$ cat src/rtl/dma_pkg.sv
package dma_pkg;

    typedef enum logic [2:0] {
        ST_IDLE,
        ST_REQ,
        ST_ADDR,
        ST_STRB,
        ST_CAPT,
        ST_GAP,
        ST_FIN
    } dma_state_e;

    typedef enum logic [1:0] {
        MODE_BLOCK  = 2'b00,
        MODE_STEAL  = 2'b01,
        MODE_SLOT   = 2'b10,
        MODE_BLOCK2 = 2'b11
    } dma_mode_e;

    localparam logic [1:0] RSEL_ADDR = 2'd0;
    localparam logic [1:0] RSEL_CNT  = 2'd1;
    localparam logic [1:0] RSEL_CTRL = 2'd2;

    localparam int CTRL_START   = 0;
    localparam int CTRL_DIR     = 1;
    localparam int CTRL_MODE_LO = 2;
    localparam int CTRL_MODE_HI = 3;
    localparam int CTRL_DONE    = 4;
    localparam int CTRL_BUSY    = 5;

endpackage

$ cat src/rtl/dma_regs.sv
module dma_regs
    import dma_pkg::*;
#(
    parameter int AW = 16,
    parameter int CW = 16,
    parameter int DW = 16
) (
    input  logic          clk,
    input  logic          rst_n,
    input  logic          sel,
    input  logic [1:0]    rsel,
    input  logic          reg_rd,
    input  logic          reg_wr,
    input  logic [DW-1:0] wdata,
    output logic [DW-1:0] rdata,
    input  logic          bus_gnt,
    input  logic          busy,
    input  logic          word_done,
    input  logic          finish,
    output logic          go,
    output logic [AW-1:0] addr_q,
    output logic [CW-1:0] cnt_q,
    output logic          dir_q,
    output dma_mode_e     mode_q,
    output logic          irq
);

    logic acc_wr, acc_rd, ctrl_hit, done_q;

    // The processor owns the port only while it also owns the bus.
    assign acc_wr   = sel & reg_wr & ~bus_gnt;
    assign acc_rd   = sel & reg_rd & ~bus_gnt;
    assign ctrl_hit = (rsel == RSEL_CTRL);
    assign go       = acc_wr & ctrl_hit & wdata[CTRL_START] & ~busy;

    always_ff @(posedge clk or negedge rst_n) begin
        if (!rst_n) begin
            addr_q <= '0;
            cnt_q  <= '0;
            dir_q  <= 1'b0;
            mode_q <= MODE_BLOCK;
            done_q <= 1'b0;
            irq    <= 1'b0;
        end else begin
            if (acc_wr && !busy) begin
                case (rsel)
                    RSEL_ADDR: addr_q <= wdata[AW-1:0];
                    RSEL_CNT:  cnt_q  <= wdata[CW-1:0];
                    RSEL_CTRL: begin
                        dir_q  <= wdata[CTRL_DIR];
                        mode_q <= dma_mode_e'(wdata[CTRL_MODE_HI:CTRL_MODE_LO]);
                    end
                    default: ;
                endcase
            end
            if (word_done) begin
                addr_q <= addr_q + 1'b1;
                cnt_q  <= cnt_q - 1'b1;
            end
            if (go)     done_q <= 1'b0;
            if (finish) done_q <= 1'b1;
            if ((acc_wr || acc_rd) && ctrl_hit) irq <= 1'b0;
            if (finish) irq <= 1'b1;
        end
    end

    always_comb begin
        rdata = '0;
        if (acc_rd) begin
            case (rsel)
                RSEL_ADDR: rdata[AW-1:0] = addr_q;
                RSEL_CNT:  rdata[CW-1:0] = cnt_q;
                RSEL_CTRL: begin
                    rdata[CTRL_DIR]                  = dir_q;
                    rdata[CTRL_MODE_HI:CTRL_MODE_LO] = mode_q;
                    rdata[CTRL_DONE]                 = done_q;
                    rdata[CTRL_BUSY]                 = busy;
                end
                default: ;
            endcase
        end
    end

endmodule

$ cat src/rtl/dma_fsm.sv
module dma_fsm
    import dma_pkg::*;
#(
    parameter int CW = 16,
    parameter int DW = 16
) (
    input  logic          clk,
    input  logic          rst_n,
    input  logic          go,
    input  logic          dreq,
    input  logic          bus_gnt,
    input  logic          cpu_idle,
    input  logic          mem_rdy,
    input  dma_mode_e     mode,
    input  logic          dir,
    input  logic [CW-1:0] cnt_q,
    input  logic [DW-1:0] mem_rdata,
    input  logic [DW-1:0] io_rdata,
    output logic          bus_req,
    output logic          mem_rd,
    output logic          mem_wr,
    output logic [DW-1:0] mem_wdata,
    output logic [DW-1:0] io_wdata,
    output logic          io_stb,
    output logic          dack,
    output logic          word_done,
    output logic          finish,
    output logic          busy
);

    dma_state_e state, nxt;
    logic [DW-1:0] rd_buf;
    logic          last_word, launch, slot_ok;

    assign launch    = go | dreq;
    assign last_word = (cnt_q == CW'(1));
    assign slot_ok   = (mode != MODE_SLOT) | cpu_idle;

    // state register
    always_ff @(posedge clk or negedge rst_n) begin
        if (!rst_n) state <= ST_IDLE;
        else        state <= nxt;
    end

    // next state
    always_comb begin
        nxt = state;
        unique case (state)
            ST_IDLE: if (launch && cnt_q != '0) nxt = ST_REQ;
            ST_REQ:  if (bus_gnt && slot_ok) nxt = ST_ADDR;
            ST_ADDR: nxt = ST_STRB;
            ST_STRB: if (mem_rdy) nxt = ST_CAPT;
            ST_CAPT: begin
                if (last_word)               nxt = ST_FIN;
                else if (mode == MODE_STEAL) nxt = ST_GAP;
                else if (mode == MODE_SLOT)  nxt = ST_REQ;
                else                         nxt = ST_ADDR;
            end
            ST_GAP:  if (!bus_gnt) nxt = ST_REQ;
            ST_FIN:  if (!bus_gnt) nxt = ST_IDLE;
            default: nxt = ST_IDLE;
        endcase
    end

    // outputs
    always_comb begin
        bus_req   = 1'b0;
        mem_rd    = 1'b0;
        mem_wr    = 1'b0;
        io_stb    = 1'b0;
        word_done = 1'b0;
        finish    = 1'b0;
        unique case (state)
            ST_IDLE: finish = launch & (cnt_q == '0);
            ST_REQ:  bus_req = 1'b1;
            ST_ADDR: bus_req = 1'b1;
            ST_STRB: begin
                bus_req = 1'b1;
                mem_rd  = dir;
                mem_wr  = ~dir;
            end
            ST_CAPT: begin
                bus_req   = 1'b1;
                io_stb    = 1'b1;
                word_done = 1'b1;
            end
            ST_GAP:  ;
            ST_FIN:  finish = ~bus_gnt;
            default: ;
        endcase
    end

    assign busy      = (state != ST_IDLE);
    assign mem_wdata = io_rdata;
    assign io_wdata  = rd_buf;

    always_ff @(posedge clk or negedge rst_n) begin
        if (!rst_n) begin
            rd_buf <= '0;
            dack   <= 1'b0;
        end else begin
            dack <= (state == ST_IDLE) & dreq;
            if (state == ST_STRB && mem_rdy && dir) rd_buf <= mem_rdata;
        end
    end

endmodule

$ cat src/rtl/dma_engine.sv
module dma_engine
    import dma_pkg::*;
#(
    parameter int AW = 16,
    parameter int CW = 16,
    parameter int DW = 16
) (
    input  logic          clk,
    input  logic          rst_n,
    input  logic          sel,
    input  logic [1:0]    rsel,
    input  logic          reg_rd,
    input  logic          reg_wr,
    input  logic [DW-1:0] wdata,
    output logic [DW-1:0] rdata,
    output logic          bus_req,
    input  logic          bus_gnt,
    input  logic          cpu_idle,
    input  logic          dreq,
    output logic          dack,
    output logic [AW-1:0] mem_addr,
    output logic          mem_rd,
    output logic          mem_wr,
    output logic [DW-1:0] mem_wdata,
    input  logic [DW-1:0] mem_rdata,
    input  logic          mem_rdy,
    input  logic [DW-1:0] io_rdata,
    output logic [DW-1:0] io_wdata,
    output logic          io_stb,
    output logic          irq
);

    logic [AW-1:0] addr_q;
    logic [CW-1:0] cnt_q;
    logic          dir_q, go, busy, word_done, finish;
    dma_mode_e     mode_q;

    dma_regs #(.AW(AW), .CW(CW), .DW(DW)) u_regs (
        .clk(clk), .rst_n(rst_n), .sel(sel), .rsel(rsel),
        .reg_rd(reg_rd), .reg_wr(reg_wr), .wdata(wdata), .rdata(rdata),
        .bus_gnt(bus_gnt), .busy(busy), .word_done(word_done),
        .finish(finish), .go(go), .addr_q(addr_q), .cnt_q(cnt_q),
        .dir_q(dir_q), .mode_q(mode_q), .irq(irq)
    );

    dma_fsm #(.CW(CW), .DW(DW)) u_fsm (
        .clk(clk), .rst_n(rst_n), .go(go), .dreq(dreq), .bus_gnt(bus_gnt),
        .cpu_idle(cpu_idle), .mem_rdy(mem_rdy), .mode(mode_q), .dir(dir_q),
        .cnt_q(cnt_q), .mem_rdata(mem_rdata), .io_rdata(io_rdata),
        .bus_req(bus_req), .mem_rd(mem_rd), .mem_wr(mem_wr),
        .mem_wdata(mem_wdata), .io_wdata(io_wdata), .io_stb(io_stb),
        .dack(dack), .word_done(word_done), .finish(finish), .busy(busy)
    );

    assign mem_addr = addr_q;

endmodule

$ cat config.mk
export PLATFORM = sky130hd
export DESIGN_NAME = dma_engine
export DESIGN_NICKNAME = d
export VERILOG_FILES = /design/src/rtl/dma_pkg.sv /design/src/rtl/dma_regs.sv /design/src/rtl/dma_fsm.sv /design/src/rtl/dma_engine.sv
export SDC_FILE = /design/constraint.sdc
export NUM_CORES = 1
export LEC_CHECK = 0
export BUFFER_PORTS_ARGS = -buffer_cell sky130_fd_sc_hd__buf_2
export CAP_MARGIN = 20
export CORE_ASPECT_RATIO = 1.5
export CORE_MARGIN = 2
export CORE_UTILIZATION = 51
export DETAILED_ROUTE_END_ITERATION = 8
export PLACE_DENSITY = 0.88
export SYNTH_ARGS = -nofsm -noshare
export SYNTH_HDL_FRONTEND = slang
export SYNTH_HIERARCHICAL = 1
export SYNTH_SLANG_ARGS = --single-unit
$ cat constraint.sdc
create_clock -name clk -period 2.88 [get_ports clk]
set_input_delay 0.144 -clock clk [delete_from_list [all_inputs] [get_ports clk]]
set_output_delay 0.144 -clock clk [all_outputs]
set_load 0.05 [all_outputs]
==> flow_summary_export.csv <==
group,metric,value,unit
global_route,busiest_layer,"met2",
floorplan,io_pins,129,
cts,cts_resized,0,
global_route,grt_pass1_wl,15.8,mm
floorplan,design.core.area,7230,µm²
routing,drt_pass1_iterations,4,
logic_synthesis,synthArstFlopShare,100,%
timing,hold_slack,29.4,ps
timing,relSlewSlack,50.8,%
worst_setup_path,required,3160,ps
power_and_ir_drop,finalPower,4.77,mW
timing,hold_viol,0,
cts,clk_latency,340,ps
cts,clk_pin_slew_worst_paths,70,ps
global_route,use_met2,43.8,%
worst_hold_path,holdCritPathClass,"primary input to flip-flop",
power_and_ir_drop,p_sw,2.46,mW
routing,drc,0,
timing,fin_setup_tns,0,ps
logic_synthesis,synth_edf_count,0,
routing,drtIter0Drc,195,
logic_synthesis,synth_cell_types,54,
cts,h-tree-depth,3,
routing,routed_wl,10.0,mm
power_and_ir_drop,leakage,2.24,nW
layout,layout.cells.non_filler,566,
routing,via_per_inst,5.70,
global_route,grt_start_max_net_pins,58,
routing,avgRoutedWirePerCell,17.7,µm
power_and_ir_drop,clkPwrFrac,14.3,%
power_and_ir_drop,pwr-share-seq,35.6,%
cts,cts-root-buf,"clkbuf_8",
power_and_ir_drop,p_int,2.31,mW
placement,dp.cells,549,
timing,max_slew.worst_pin.slew,737,ps
timing,slew_viol_final,0,
logic_synthesis,ys_seq_area_share,37.4,%
layout,drive_above_1_share,32.0,%
floorplan,row_count,38,
routing,ant_nets,0,
layout,antenna-diode-count,0,
placement,dp_slack,548,ps
layout,syn2layout_area_growth,16.4,%
power_and_ir_drop,irDropWorstVdd,0.507,mV
placement,hpwl,7.35,mm
logic_synthesis,yosys_most_used_dff,"dfrtp_1",
logic_synthesis,synthTopCellsByArea,"dfrtp_1, mux2i_1, mux2_4",
worst_setup_path,cp_max_fo,12,
worst_setup_path,arrival,2670,ps
global_route,antenna_found_initial,0,
power_and_ir_drop,power_density,1070,nW/µm²
power_and_ir_drop,switching_share,51.6,%
logic_synthesis,syn_avg_cell_area,10.0,µm²
timing,setup_viol,0,
layout,layout.nets,524,
global_route,use_met1,29.4,%
worst_setup_path,cp-start-kind,"flip-flop",
layout,final_core_util,61.5,%
floorplan,start_util,52.8,%
run,max_cap_viol_count,0,
run_status,outcome,"completed",
timing,period_needed,2390,ps
placement,io_buffers,96,
logic_synthesis,ys_top_cells_by_count,"mux2i_1, dfrtp_1, nor2_1",
logic_synthesis,syn_nets,444,
logic_synthesis,synth_area,3820,µm²
worst_setup_path,worstSetupPathType,"flip-flop to flip-flop",
logic_synthesis,synth-seq-cells,57,
timing,setup_ws,494,ps
logic_synthesis,synth_top_area_cell,"dfrtp_1",
timing,fin_crit_sh,82.8,%
cts,cts_buffers,9,
routing,num_vias,3225,
placement,gp_congestion,0.948,
timing,fmax,419,MHz
placement,postPlaceCellArea,4250,µm²
logic_synthesis,yosysWarnings,6,
global_route,track_usage,25.5,%
global_route,use_met3,5.32,%
logic_synthesis,synth.top_cell.area_share,37.4,%
power_and_ir_drop,comb_power_share,50.1,%
timing,finalClockSkew,6.10,ps
global_route,grt_pass1_vias,3328,
timing,rsz0062_at_grt,"no",
cts,cts_max_path_buffers,2,
cts,cts_tree,"built",
cts,clock_sinks,57,
global_route,overflow,0,
layout,final_area,4440,µm²
logic_synthesis,synthCells,381,
floorplan,die_h,110,µm
worst_setup_path,critPathCaptureType,"flip-flop",
floorplan,dieArea,8200,µm²
logic_synthesis,synth_most_common_cell,"mux2i_1",
floorplan,die_w,74.6,µm
==> repair_timing <==
item                                    in CTS  in global routing
hold buffers                                 1                  0
endpoints found under the setup margin       0                  0
endpoints found under the hold margin       57                  0
setup buffers                                0                  0
==> layout make-up <==
type,instances,area (µm²)
clock buffer,10,138
clock inverter,6,42.5
fill,598,2780
inverter,13,48.8
multi-input combinational,275,2110
sequential,57,1430
tap,100,125
timing repair buffer,105,551
==> final timing paths <==
check | slack [ps] | end | cells past startpoint | startpoint
hold / removal | 30 | u_fsm/io_wdata[8] | 2 | mem_rdata[8]
max in group asynchronous | 1910 | u_regs/cnt_q[7] | 3 | rst_n
setup / recovery | 490 | u_regs/done_q | 9 | u_fsm/state[0]
hold reg to reg | 480 | u_regs/irq | 1 | u_regs/irq
min in group asynchronous | 470 | u_regs/addr_q[5] | 3 | rst_n
setup reg to reg | 490 | u_regs/done_q | 9 | u_fsm/state[0]
==> power by group through the flow <==
stage / logic, mW / registers, mW / clock network (mW)
global placement: 2.29 / 1.67 / 0
CTS: 2.38 / 1.69 / 0.696
detailed placement: 2.37 / 1.70 / 0
floorplan: 1.33 / 2.17 / 0
finish: 2.39 / 1.70 / 0.684
global route: 2.56 / 1.75 / 0.742
==> layer usage <==
metal	routed length, µm	vias up
li1	-	1501
met1	3950	1567
met2	5250	134
met3	549	23
met4	279	0
met5	0	-
==> worst max-delay path, stage by stage, from the launching register on <==
cell and delay, ps:
dfrtp_1 500, or3_1 460, and4bb_2 380, nand2_1 150
nor2_1 160, nor2_1 60, nor3_1 130, nand4b_1 130
a21oi_1 230, nand2b_1 130
==> registers in the layout (all words and copies together), names as in the netlist <==
name / flops
u_regs/dir_q: 1
u_fsm/state: 3
u_fsm/io_wdata: 16
u_regs/addr_q: 16
u_regs/cnt_q: 16
u_regs/done_q: 1
u_fsm/dack: 1
u_regs/irq: 1
u_regs/mode_q: 2
==> placed cells by master (no fill, tap or decap), drive strengths merged, types with 3 or more instances in the layout <==
cell / netlist / final
nor4: 9 / 9
ha: 4 / 4
a21oi: 12 / 12
nand2b: 5 / 5
nor2: 34 / 34
o21ai: 9 / 9
nor2b: 6 / 6
or3: 3 / 3
xor2: 12 / 12
a21o: 3 / 3
clkbuf: 8 / 10
buf: 28 / 104
nor3: 11 / 11
nor3b: 3 / 3
dfrtp: 57 / 57
mux2: 19 / 19
nand3: 8 / 8
nand4b: 3 / 3
nand2: 21 / 21
clkinv: 0 / 3
xnor2: 12 / 12
a31oi: 3 / 3
inv: 13 / 14
nand3b: 4 / 4
mux2i: 65 / 65
nand4: 7 / 7
==> cell families after synthesis <==
group | synth area share, %
muxes | 23.6
buffers and inverters | 7.28
adders and majority gates | 1.31
AOI/OAI and AO/OA | 5.97
xor gates and xnor gates | 5.51
and+or+nand+nor | 18.9
DFF | 37.4
No activity file was read; power rests on OpenSTA's default activity.
